==> config.mk <==
export PLATFORM = sky130hd
export DESIGN_NAME = cmpl_irq_coalescer
export DESIGN_NICKNAME = d
export VERILOG_FILES = /design/src/rtl/icc_pkg.sv /design/src/rtl/icc_cfg_regs.sv /design/src/rtl/icc_pending_ctr.sv /design/src/rtl/icc_latency_timer.sv /design/src/rtl/cmpl_irq_coalescer.sv
export SDC_FILE = /design/constraint.sdc
export NUM_CORES = 1
export LEC_CHECK = 0
export CAP_MARGIN = 20
export CORE_MARGIN = 1
export CORE_UTILIZATION = 42
export CTS_CLUSTER_SIZE = 25
export DETAILED_ROUTE_END_ITERATION = 12
export PLACE_DENSITY = 0.6
export SETUP_SLACK_MARGIN = 0.4
export SYNTH_ARGS = -nofsm -noshare
export SYNTH_HDL_FRONTEND = slang
export SYNTH_SLANG_ARGS = --single-unit
==> constraint.sdc <==
create_clock -name clk -period 4.48 [get_ports clk]
set_input_delay 1.12 -clock clk [delete_from_list [all_inputs] [get_ports clk]]
set_output_delay 1.12 -clock clk [all_outputs]
set_load 0.05 [all_outputs]
==> src/rtl/icc_pkg.sv <==
package icc_pkg;

  // Window life cycle: nothing pending, collecting completions, interrupt raised.
  typedef enum logic [1:0] {
    WIN_IDLE   = 2'd0,
    WIN_GATHER = 2'd1,
    WIN_RAISED = 2'd2
  } win_state_e;

endpackage

==> src/rtl/icc_cfg_regs.sv <==
module icc_cfg_regs #(
  parameter int DATA_W  = 32,
  parameter int LAT_W   = 16,
  parameter int CNT_W   = 9,
  parameter int LAT_LSB = 0,
  parameter int CNT_LSB = 16
) (
  input  logic              clk,
  input  logic              rst_n,
  input  logic              we,
  input  logic [DATA_W-1:0] wdata,
  input  logic              capture,
  output logic [LAT_W-1:0]  stg_lat,
  output logic [CNT_W-1:0]  stg_thr,
  output logic [LAT_W-1:0]  win_lat,
  output logic [CNT_W-1:0]  win_thr
);

  // Staged copy: follows register writes.
  always_ff @(posedge clk or negedge rst_n) begin
    if (!rst_n) begin
      stg_lat <= '0;
      stg_thr <= '0;
    end else if (we) begin
      stg_lat <= wdata[LAT_LSB +: LAT_W];
      stg_thr <= wdata[CNT_LSB +: CNT_W];
    end
  end

  // Window copy: frozen when a window opens.
  always_ff @(posedge clk or negedge rst_n) begin
    if (!rst_n) begin
      win_lat <= '0;
      win_thr <= '0;
    end else if (capture) begin
      win_lat <= stg_lat;
      win_thr <= stg_thr;
    end
  end

endmodule

==> src/rtl/icc_pending_ctr.sv <==
module icc_pending_ctr #(
  parameter int CNT_W = 9
) (
  input  logic             clk,
  input  logic             rst_n,
  input  logic             clear,
  input  logic             evt,
  output logic [CNT_W-1:0] cnt_q,
  output logic [CNT_W-1:0] cnt_next
);

  localparam logic [CNT_W-1:0] CNT_MAX = {CNT_W{1'b1}};

  always_comb begin
    if (clear) begin
      cnt_next = evt ? CNT_W'(1) : '0;
    end else if (evt && cnt_q != CNT_MAX) begin
      cnt_next = cnt_q + CNT_W'(1);
    end else begin
      cnt_next = cnt_q;
    end
  end

  always_ff @(posedge clk or negedge rst_n) begin
    if (!rst_n) cnt_q <= '0;
    else        cnt_q <= cnt_next;
  end

endmodule

==> src/rtl/icc_latency_timer.sv <==
module icc_latency_timer #(
  parameter int LAT_W    = 16,
  parameter int TICK_DIV = 8
) (
  input  logic             clk,
  input  logic             rst_n,
  input  logic             restart,
  input  logic             run,
  input  logic [LAT_W-1:0] limit,
  output logic             hit
);

  localparam int PW = (TICK_DIV > 1) ? $clog2(TICK_DIV) : 1;
  localparam logic [LAT_W-1:0] TICK_MAX = {LAT_W{1'b1}};

  logic             tick;
  logic [LAT_W-1:0] ticks_q;

  generate
    if (TICK_DIV > 1) begin : g_div
      localparam logic [PW-1:0] PRE_LAST = PW'(TICK_DIV - 1);
      logic [PW-1:0] pre_q;
      always_ff @(posedge clk or negedge rst_n) begin
        if (!rst_n)       pre_q <= '0;
        else if (restart) pre_q <= '0;
        else if (run)     pre_q <= (pre_q == PRE_LAST) ? '0 : pre_q + PW'(1);
      end
      assign tick = run && (pre_q == PRE_LAST);
    end else begin : g_nodiv
      assign tick = run;
    end
  endgenerate

  always_ff @(posedge clk or negedge rst_n) begin
    if (!rst_n)                            ticks_q <= '0;
    else if (restart)                      ticks_q <= '0;
    else if (tick && ticks_q != TICK_MAX)  ticks_q <= ticks_q + LAT_W'(1);
  end

  assign hit = tick && (limit != '0) &&
               (({1'b0, ticks_q} + (LAT_W+1)'(1)) == {1'b0, limit});

endmodule

==> src/rtl/cmpl_irq_coalescer.sv <==
module cmpl_irq_coalescer #(
  parameter int DATA_W   = 32,
  parameter int LAT_W    = 16,
  parameter int CNT_W    = 9,
  parameter int LAT_LSB  = 0,
  parameter int CNT_LSB  = 16,
  parameter int TICK_DIV = 8
) (
  input  logic              clk,
  input  logic              rst_n,
  input  logic              cfg_we,
  input  logic [DATA_W-1:0] cfg_wdata,
  input  logic              evt_i,
  input  logic              ack_i,
  output logic              irq_o
);
  import icc_pkg::*;

  win_state_e       state_q, state_d;
  logic [LAT_W-1:0] stg_lat, win_lat, use_lat;
  logic [CNT_W-1:0] stg_thr, win_thr, use_thr;
  logic [CNT_W-1:0] pend_cnt, pend_next;
  logic             win_open, start, passthru, cnt_hit, lat_hit, tmr_run;

  assign win_open = (state_q != WIN_IDLE);
  // A completion opens a window when none is open, or when an ack closes the old one.
  assign start    = evt_i && (!win_open || ack_i);

  icc_cfg_regs #(
    .DATA_W(DATA_W), .LAT_W(LAT_W), .CNT_W(CNT_W),
    .LAT_LSB(LAT_LSB), .CNT_LSB(CNT_LSB)
  ) u_cfg (
    .clk(clk), .rst_n(rst_n), .we(cfg_we), .wdata(cfg_wdata),
    .capture(start),
    .stg_lat(stg_lat), .stg_thr(stg_thr),
    .win_lat(win_lat), .win_thr(win_thr)
  );

  icc_pending_ctr #(.CNT_W(CNT_W)) u_cnt (
    .clk(clk), .rst_n(rst_n), .clear(ack_i), .evt(evt_i),
    .cnt_q(pend_cnt), .cnt_next(pend_next)
  );

  assign tmr_run = (state_q == WIN_GATHER) && !ack_i;

  icc_latency_timer #(.LAT_W(LAT_W), .TICK_DIV(TICK_DIV)) u_tmr (
    .clk(clk), .rst_n(rst_n), .restart(start || ack_i), .run(tmr_run),
    .limit(win_lat), .hit(lat_hit)
  );

  assign use_lat  = start ? stg_lat : win_lat;
  assign use_thr  = start ? stg_thr : win_thr;
  assign passthru = (use_lat == '0) && (use_thr == '0);
  assign cnt_hit  = evt_i && (passthru || ((use_thr != '0) && (pend_next >= use_thr)));

  always_comb begin
    state_d = state_q;
    if (ack_i) begin
      if (start) state_d = cnt_hit ? WIN_RAISED : WIN_GATHER;
      else       state_d = WIN_IDLE;
    end else begin
      unique case (state_q)
        WIN_IDLE:   if (evt_i) state_d = cnt_hit ? WIN_RAISED : WIN_GATHER;
        WIN_GATHER: if (cnt_hit || lat_hit) state_d = WIN_RAISED;
        WIN_RAISED: state_d = WIN_RAISED;
        default:    state_d = WIN_IDLE;
      endcase
    end
  end

  always_ff @(posedge clk or negedge rst_n) begin
    if (!rst_n) state_q <= WIN_IDLE;
    else        state_q <= state_d;
  end

  assign irq_o = (state_q == WIN_RAISED);

endmodule

==> results.toml, run 1 <==
[outcome]
status = "completed"

[clock_network]
clk_path_buf_depth = 2
cts_setup_buffers = 0
cts-resized-gates = 0
h-tree-depth = 3
cts.sinks = 80
cts_buffers = 9
clk-insertion-delay-late_ns = 0.35
ctsHoldBuffers = 0
cts_tree = "done"
path_clk_slew_ns = 0.08
cts_root_buf = "clkbuf_8"

[floorplan]
start_util_pct = 43.28
die_x_um = 102.4
die_h_um = 102.4
io_pins = 38
dieArea_um2 = 10480
core_area_um2 = 9774
rows = 36

[synthesis]
synthesis.nets = 442
synth.distinct_cells = 51
synth-main-ff-cell = "dfrtp_1"
synthArstFlopShare_pct = 100.0
synth_warnings = 0
synth_largest_area_cell = "dfrtp_1"
yosys.area_share.simple_pct = 15.03
synth_mux_area_share_pct = 14.73
synth_edf_count = 0
synth-xor-area-share_pct = 7.039
yosysTopAreaCellShare_pct = 47.32
ys_ff_latch = 80
synth_compound_area_share_pct = 7.128
synthAdderAreaFrac_pct = 5.324
syn_area_um2 = 4230
synth_area_per_cell_um2 = 10.93
synthTopCellsByArea = "dfrtp_1 (47%), mux2_2 (11%), ha_1 (5.3%)"
synth_top_family_by_area = "simple AND/OR/NAND/NOR gates"
synth_cells = 387
ys_seq_area_share_pct = 47.32

[worst_setup_path]
critPathCaptureType = "flop"
crit_path_max_fanout = 5
worstSetupEndpoint = "state_q[1]"
reg2reg_slack_ns = 0.98
r2r_cells = 15
reg2reg_to = "state_q[1]"
cp-startpoint = "ack_i"
worstSetupStartpointType = "input port"
rr_startpoint = "u_cnt.cnt_q[0]"
arrival_ns = 4.12
crit_type = "input port to flop"
worstPathRequired_ns = 4.72

[sta]
tightest_slew_ns = 1.082
setup_ws_ns = 0.6054
hold_ws_ns = 0.5174
setup-violations-final = 0
fin_crit_sh_pct = 86.49
grt_setup_unrepaired = "false"
hold_viol = 0
relSlewSlack_pct = 27.64
min_period_ns = 3.875
clock.fmax_mhz = 258.1
setup_tns_ns = 0
slew_viol_final = 0
clock_skew_ns = 0.01002

[global_routing]
grt_pass1_vias = 2898
overflow = 0
grt_usage_pct = 17.53
antenna_found_initial = 0
grt_max_degree = 81
grt_pass1_wl_um = 13930

[detailed_routing]
totalWireLength_um = 8022
dr_total_vias = 2930
firstDrtPassIters = 6
drt_iter0_markers = 143
wire_per_inst_um = 14.33
drc = 0
vias_per_cell = 5.232
ant_nets = 0

[cells_and_area]
nNetsFinal = 477
synthToLayoutAreaGrowth_pct = 16.65
layout-drive-gt1-share_pct = 18.74
final_area_um2 = 4935
n_fill_cell = 909
antenna_cells = 0

[power]
peakVddDrop_mv = 0.2082
leakagePower_uw = 0.002063
powerDensity_nw_per_um2 = 414.0
power_uw = 2043

[placed_design]
hpwl_um = 5693
port-buffer-count = 30
gp_congestion = 0.8007
place_ws_ns = 0.1467
postPlaceCellArea_um2 = 4669

[job]
drv_cap = 0

[min_path]
hold_path.class = "flop to flop"
## worst min-delay path by stage
stage                startpoint                to  cells after the start
6_report       u_cfg.stg_lat[1]  u_cfg.stg_lat[1]                      1
5_1_grt        u_cfg.stg_lat[1]  u_cfg.stg_lat[1]                      1
4_1_cts        u_cfg.stg_lat[1]  u_cfg.stg_lat[1]                      1
3_5_place_dp   u_cfg.stg_lat[1]  u_cfg.stg_lat[1]                      1
3_3_place_gp   u_cfg.stg_lat[2]  u_cfg.stg_lat[2]                      1
2_1_floorplan  u_cfg.stg_lat[0]  u_cfg.stg_lat[0]                      1
## final cells by class
cell class | count | area (um^2) | area share [%]
Clock inverter | 7 | 95.09 | 1.927
Multi-Input combinational cell | 278 | 2102 | 42.60
Sequential cell | 80 | 2002 | 40.57
Clock buffer | 9 | 123.9 | 2.510
Inverter | 13 | 48.80 | 0.9888
Tap cell | 133 | 166.4 | 3.372
Timing Repair Buffer | 40 | 396.6 | 8.038
## cells in the final DEF (no fill, tap or decap), drive strengths merged, types with 14 or more instances in the layout
master and instances:
dfrtp 80, inv 14, a21oi 16, ha 18
mux2 44, nor2 24, o21ai 15, nand2 24
xnor2 21, clkdlybuf4s50 29
## synthesized netlist by cell type, types with 3 or more instances
library cell  instances
dfrtp_1              80
ha_1                 18
mux2_2               42
o21ai_0              14
xor2_1               13
mux2i_1              12
inv_1                13
nand2_1              24
xnor2_1              21
nor3_1               13
nor2_1               24
or3_1                 6
a21oi_1              16
buf_1                 3
nand3_1              11
o211ai_1              3
nor2b_1               3
nand4_1               8
clkbuf_1              6
nor4_1               10
nand2b_1              4
## per-stage QoR
stage | utilization [%] | cells
global placement | 47.77 | 543
floorplan | - | 387
global route | 50.49 | 560
finish | 50.49 | 560
CTS | 50.01 | 559
detailed placement | 47.77 | 543
## routing by layer
layer / vias to the layer above / global-route usage, % / part of all wire (%)
li1: 1449 / - / -
met1: 1430 / 25.20 / 51
met2: 40 / 25.92 / 44
met3: 11 / 2.941 / 2.9
met4: 0 / 7.912 / 1.7
met5: - / 0 / 0
## worst max-delay path: stages
cell and delay [ns]:
clkdlybuf4s50_1 0.48, o21ai_4 0.25, mux2_2 0.38, ha_1 0.28
nand2b_1 0.13, a31oi_1 0.19, o21ai_0 0.12, a32oi_1 0.21
mux2i_1 0.15, a311o_1 0.38, o21ai_2 0.10, mux2_4 0.31
## sequential cells by signal, indices dropped and copies added, names as in the netlist
signal	cells
state_q	2
u_cfg.win_thr	9
u_tmr.ticks_q	16
u_cnt.cnt_q	9
u_tmr.g_div.pre_q	3
u_cfg.win_lat	16
u_cfg.stg_lat	16
u_cfg.stg_thr	9
## cell families (layout without fill, tap and decap cells)
family                     Yosys count  after routing
AOI/OAI and AO/OA                   49             49
xor gates and xnor gates            34             34
adders and majority gates           18             18
buffers and inverters               29             69
DFF                                 80             80
muxes                               56             56
and+or+nand+nor                    121            121
## where the power goes
part | internal [uW] | total [uW] | switching, uW
clock | 315 | 586 | 272
combinational | 268 | 502 | 234
sequential | 842 | 955 | 113
total | 1420 | 2040 | 618
No activity file was read; power rests on OpenSTA's default activity.
==> inputs of run 2 (changes only) <==
CORE_UTILIZATION = 35   (was 42)
PLACE_DENSITY = 0.52   (was 0.6)
==> results.toml, run 2 (synthesis results as in run 1) <==
[global_routing]
overflow = 0
grt_pass1_vias = 2979
antenna_found_initial = 0
grt_usage_pct = 14.86
grt_pass1_wl_um = 14590
grt_max_degree = 81

[sta]
setup-violations-final = 0
hold_viol = 0
clock_skew_ns = 0.005774
setup_tns_ns = 0
hold_ws_ns = 0.5026
fin_crit_sh_pct = 87.05
tightest_slew_ns = 0.6327
clock.fmax_mhz = 256.4
min_period_ns = 3.900
slew_viol_final = 0
relSlewSlack_pct = 56.73
grt_setup_unrepaired = "false"

[outcome]
status = "finished with violations"
violations = "DRC"

[cells_and_area]
antenna_cells = 0
final_common_cell = "dfrtp_1"
nNetsFinal = 478
final_cell_mix = "dfrtp_1 (80), mux2_2 (42), clkdlybuf4s50_1 (29), nand2_1 (24), nor2_1 (24)"
n_fill_cell = 1105
seqCellArea_um2 = 2002
multi_input_area_um2 = 2117
layout-drive-gt1-share_pct = 19.39
largestRegisters = "u_cfg.stg_lat x16, u_cfg.win_lat x16, u_tmr.ticks_q x16"
synthToLayoutAreaGrowth_pct = 20.47
final_area_um2 = 5096

[job]
drv_cap = 0

[clock_network]
cts_tree = "done"
clk_path_buf_depth = 2
cts_buffers = 9
path_clk_slew_ns = 0.06
clk-insertion-delay-late_ns = 0.33
cts_root_buf = "clkbuf_16"
h-tree-depth = 3
cts.sinks = 80
cts_setup_buffers = 0

[placed_design]
gp_congestion = 0.7590
postPlaceCellArea_um2 = 4682
hpwl_um = 5940
port-buffer-count = 30

[power]
power_uw = 2297
powerDensity_nw_per_um2 = 450.7
leakagePower_uw = 0.002116
peakVddDrop_mv = 0.2083

[worst_setup_path]
worstSetupStartpointType = "input port"
worstPathRequired_ns = 4.70
arrival_ns = 4.12
critPathCaptureType = "flop"
crit_path_max_fanout = 5
crit_type = "input port to flop"

[floorplan]
start_util_pct = 36.43
core_area_um2 = 11610
dieArea_um2 = 12530
die_h_um = 111.9
rows = 39
die_x_um = 111.9
io_pins = 38

[detailed_routing]
vias_per_cell = 5.182
drt_iter0_markers = 148
wire_per_inst_um = 14.57
totalWireLength_um = 8321
ant_nets = 0
dr_total_vias = 2959
drc = 1
firstDrtPassIters = 8

[min_path]
hold_path.class = "flop to flop"
run 2: layout make-up:
cell class | count | area share, %
tap | 143 | 3.511
clock buffer | 11 | 4.567
multi-input combinational | 278 | 41.54
inverter | 13 | 0.9575
clock inverter | 5 | 2.062
timing repair buffer | 41 | 8.078
sequential | 80 | 39.28
run 2: final timing paths:
check                                      start               end  slack (ns)  cells after the start
worst max-delay path                       ack_i        state_q[0]        0.58                     12
worst min-delay path            u_cfg.stg_lat[2]  u_cfg.stg_lat[2]        0.50                      1
worst max register to register    u_cnt.cnt_q[0]        state_q[0]        0.96                     16
worst min register to register  u_cfg.stg_lat[2]  u_cfg.stg_lat[2]        0.50                      1
max in group asynchronous                  rst_n    u_cnt.cnt_q[6]        3.24                      2
min in group asynchronous                  rst_n  u_cfg.win_lat[8]        0.65                      1
run 2: metrics by stage:
step / setup slack (ns) / utilization (%) / cells
global route: 0.3969 / 43.88 / 571
finish: 0.5803 / 43.88 / 571
detailed placement: 0.1375 / 40.31 / 553
global placement: 0.1293 / 40.31 / 553
floorplan: 0.4330 / - / 387
CTS: 0.4605 / 43.22 / 569
run 2: timing repair:
action	CTS	global route
setup endpoints to repair	0	2
gates resized for setup	0	8
hold buffers	0	0
run 2: where the power goes:
part / switching [uW] / internal, uW
Sequential: 112 / 844
Combinational: 239 / 271
Clock: 286 / 545
Total: 637 / 1660
run 2: worst max-delay path, cell delays in order:
cell and delay (ns):
clkdlybuf4s50_1 0.49, o21ai_4 0.25, mux2_2 0.39, ha_1 0.28
nand2b_1 0.13, a31oi_1 0.17, o21ai_0 0.11, a32oi_1 0.24
mux2i_2 0.14, a311o_1 0.36, o21ai_2 0.10, mux2_4 0.32
run 2: routing by layer:
layer / GRT usage, % / part of all wire, % / vias to the layer above
met1: 21.31 / 52 / 1439
met5: 0 / 0 / -
met2: 21.82 / 43 / 46
met4: 6.667 / 2.2 / 0
li1: - / - / 1458
met3: 2.776 / 2.7 / 16
==> inputs of run 3 (changes only) <==
ABC_CLOCK_PERIOD_IN_PS = 4480   (was default)
CORE_MARGIN = 4   (was 1)
==> results.toml, run 3 (synthesis results as in run 1) <==
[outcome]
status = "completed"

[sta]
hold_viol = 0
relSlewSlack_pct = 56.19
min_period_ns = 3.939
clock_skew_ns = 0.003550
clock.fmax_mhz = 253.9
setup_tns_ns = 0
tightest_slew_ns = 0.6571
fin_crit_sh_pct = 87.92
setup-violations-final = 0
grt_setup_unrepaired = "false"
slew_viol_final = 0

[detailed_routing]
firstDrtPassIters = 4
ant_nets = 0
wire_per_inst_um = 14.72
totalWireLength_um = 8405
drt_iter0_markers = 122
dr_total_vias = 2924
vias_per_cell = 5.121
drc = 0

[worst_setup_path]
crit_type = "input port to flop"
worstPathRequired_ns = 4.69
arrival_ns = 4.15
critPathCaptureType = "flop"
crit_path_max_fanout = 8
worstSetupStartpointType = "input port"

[global_routing]
grt_usage_pct = 12.73
grt_pass1_wl_um = 14590
grt_max_degree = 81
antenna_found_initial = 0
overflow = 0
grt_pass1_vias = 2877

[clock_network]
path_clk_slew_ns = 0.06
cts_buffers = 9
clk_path_buf_depth = 2
h-tree-depth = 3
cts.sinks = 80
clk-insertion-delay-late_ns = 0.33
cts_root_buf = "clkbuf_16"
ctsHoldBuffers = 0
cts_tree = "done"

[cells_and_area]
multi_input_area_um2 = 2108
antenna_cells = 0
largestRegisters = "u_cfg.stg_lat x16, u_cfg.win_lat x16, u_tmr.ticks_q x16"
instances_no_fill = 571
layout-drive-gt1-share_pct = 19.16
final_cell_mix = "dfrtp_1 (80), mux2_2 (42), clkdlybuf4s50_1 (28), nand2_1 (24), nor2_1 (24)"
synthToLayoutAreaGrowth_pct = 19.37
finish.utilization_pct = 43.48
final_common_cell = "dfrtp_1"
nNetsFinal = 478
n_fill_cell = 1128
seqCellArea_um2 = 2002

[placed_design]
dp_cells = 553
port-buffer-count = 30
gp_congestion = 0.7881
hpwl_um = 6099

[floorplan]
dieArea_um2 = 13910
start_util_pct = 36.43
die_x_um = 117.9
die_h_um = 117.9
io_pins = 38
rows = 39
core_area_um2 = 11610

[power]
powerDensity_nw_per_um2 = 434.0
power_uw = 2192
leakagePower_uw = 0.002103
peakVddDrop_mv = 0.2107

[min_path]
hold_path.class = "flop to flop"

[job]
drv_cap = 0
## run 3: final timing paths
path	to	from	cells past startpoint	slack, ns
setup / recovery	state_q[1]	evt_i	13	0.54
hold / removal	u_cfg.stg_lat[1]	u_cfg.stg_lat[1]	1	0.50
setup reg to reg	state_q[1]	u_cnt.cnt_q[0]	15	0.87
hold reg to reg	u_cfg.stg_lat[1]	u_cfg.stg_lat[1]	1	0.50
max in group asynchronous	u_cnt.cnt_q[6]	rst_n	2	3.19
min in group asynchronous	u_cfg.win_lat[6]	rst_n	1	0.71
## run 3: worst max-delay path: stages
cell and delay [ns]:
clkdlybuf4s50_1 0.42, buf_4 0.19, o21ai_4 0.11, mux2_2 0.38, ha_1 0.28, nand2b_1 0.14
a31oi_1 0.19, o21ai_0 0.13, a32oi_2 0.23, mux2i_2 0.15, a311o_1 0.37, o21ai_2 0.10
mux2_4 0.31
## run 3: where the power goes
group / internal (uW) / total [uW] / switching (uW)
sequential: 844 / 955 / 111
clock: 433 / 726 / 293
combinational: 269 / 511 / 242
## run 3: through the flow
| step | instance area (um^2) | hold WS [ns] | setup slack (ns) |
|---|---|---|---|
| after floorplan | 4234 | 0.4767 | 0.4330 |
| after global placement | 4682 | 0.4965 | 0.1194 |
| after detailed placement | 4682 | 0.4995 | 0.06910 |
| after CTS | 4987 | 0.5140 | 0.4175 |
| after global routing | 5050 | 0.5286 | 0.3912 |
| final | 5050 | 0.5025 | 0.5413 |
## run 3: timing repair
item / 4_1_cts / 5_1_grt
resized for setup: 1 / 5
endpoints found under the setup margin: 2 / 2
hold endpoints to repair: 0 / 0
pin swaps: 0 / 2
setup buffers: 0 / 0
## run 3: metal layers
metal  global-route usage [%]  routed length [um]  up-vias
met5                        0                   0        -
li1                         -                   -     1459
met4                    4.689                 121        0
met3                    2.595                 279        8
met1                    18.72                4265     1414
met2                    18.40                3738       43
## run 3: layout make-up
| cell class | count | share of cell area [%] |
|---|---|---|
| inverter | 13 | 0.9663 |
| sequential | 80 | 39.64 |
| timing repair buffer | 41 | 8.201 |
| multi-input combinational | 278 | 41.75 |
| tap | 143 | 3.543 |
| clock inverter | 6 | 1.363 |
| clock buffer | 10 | 4.534 |
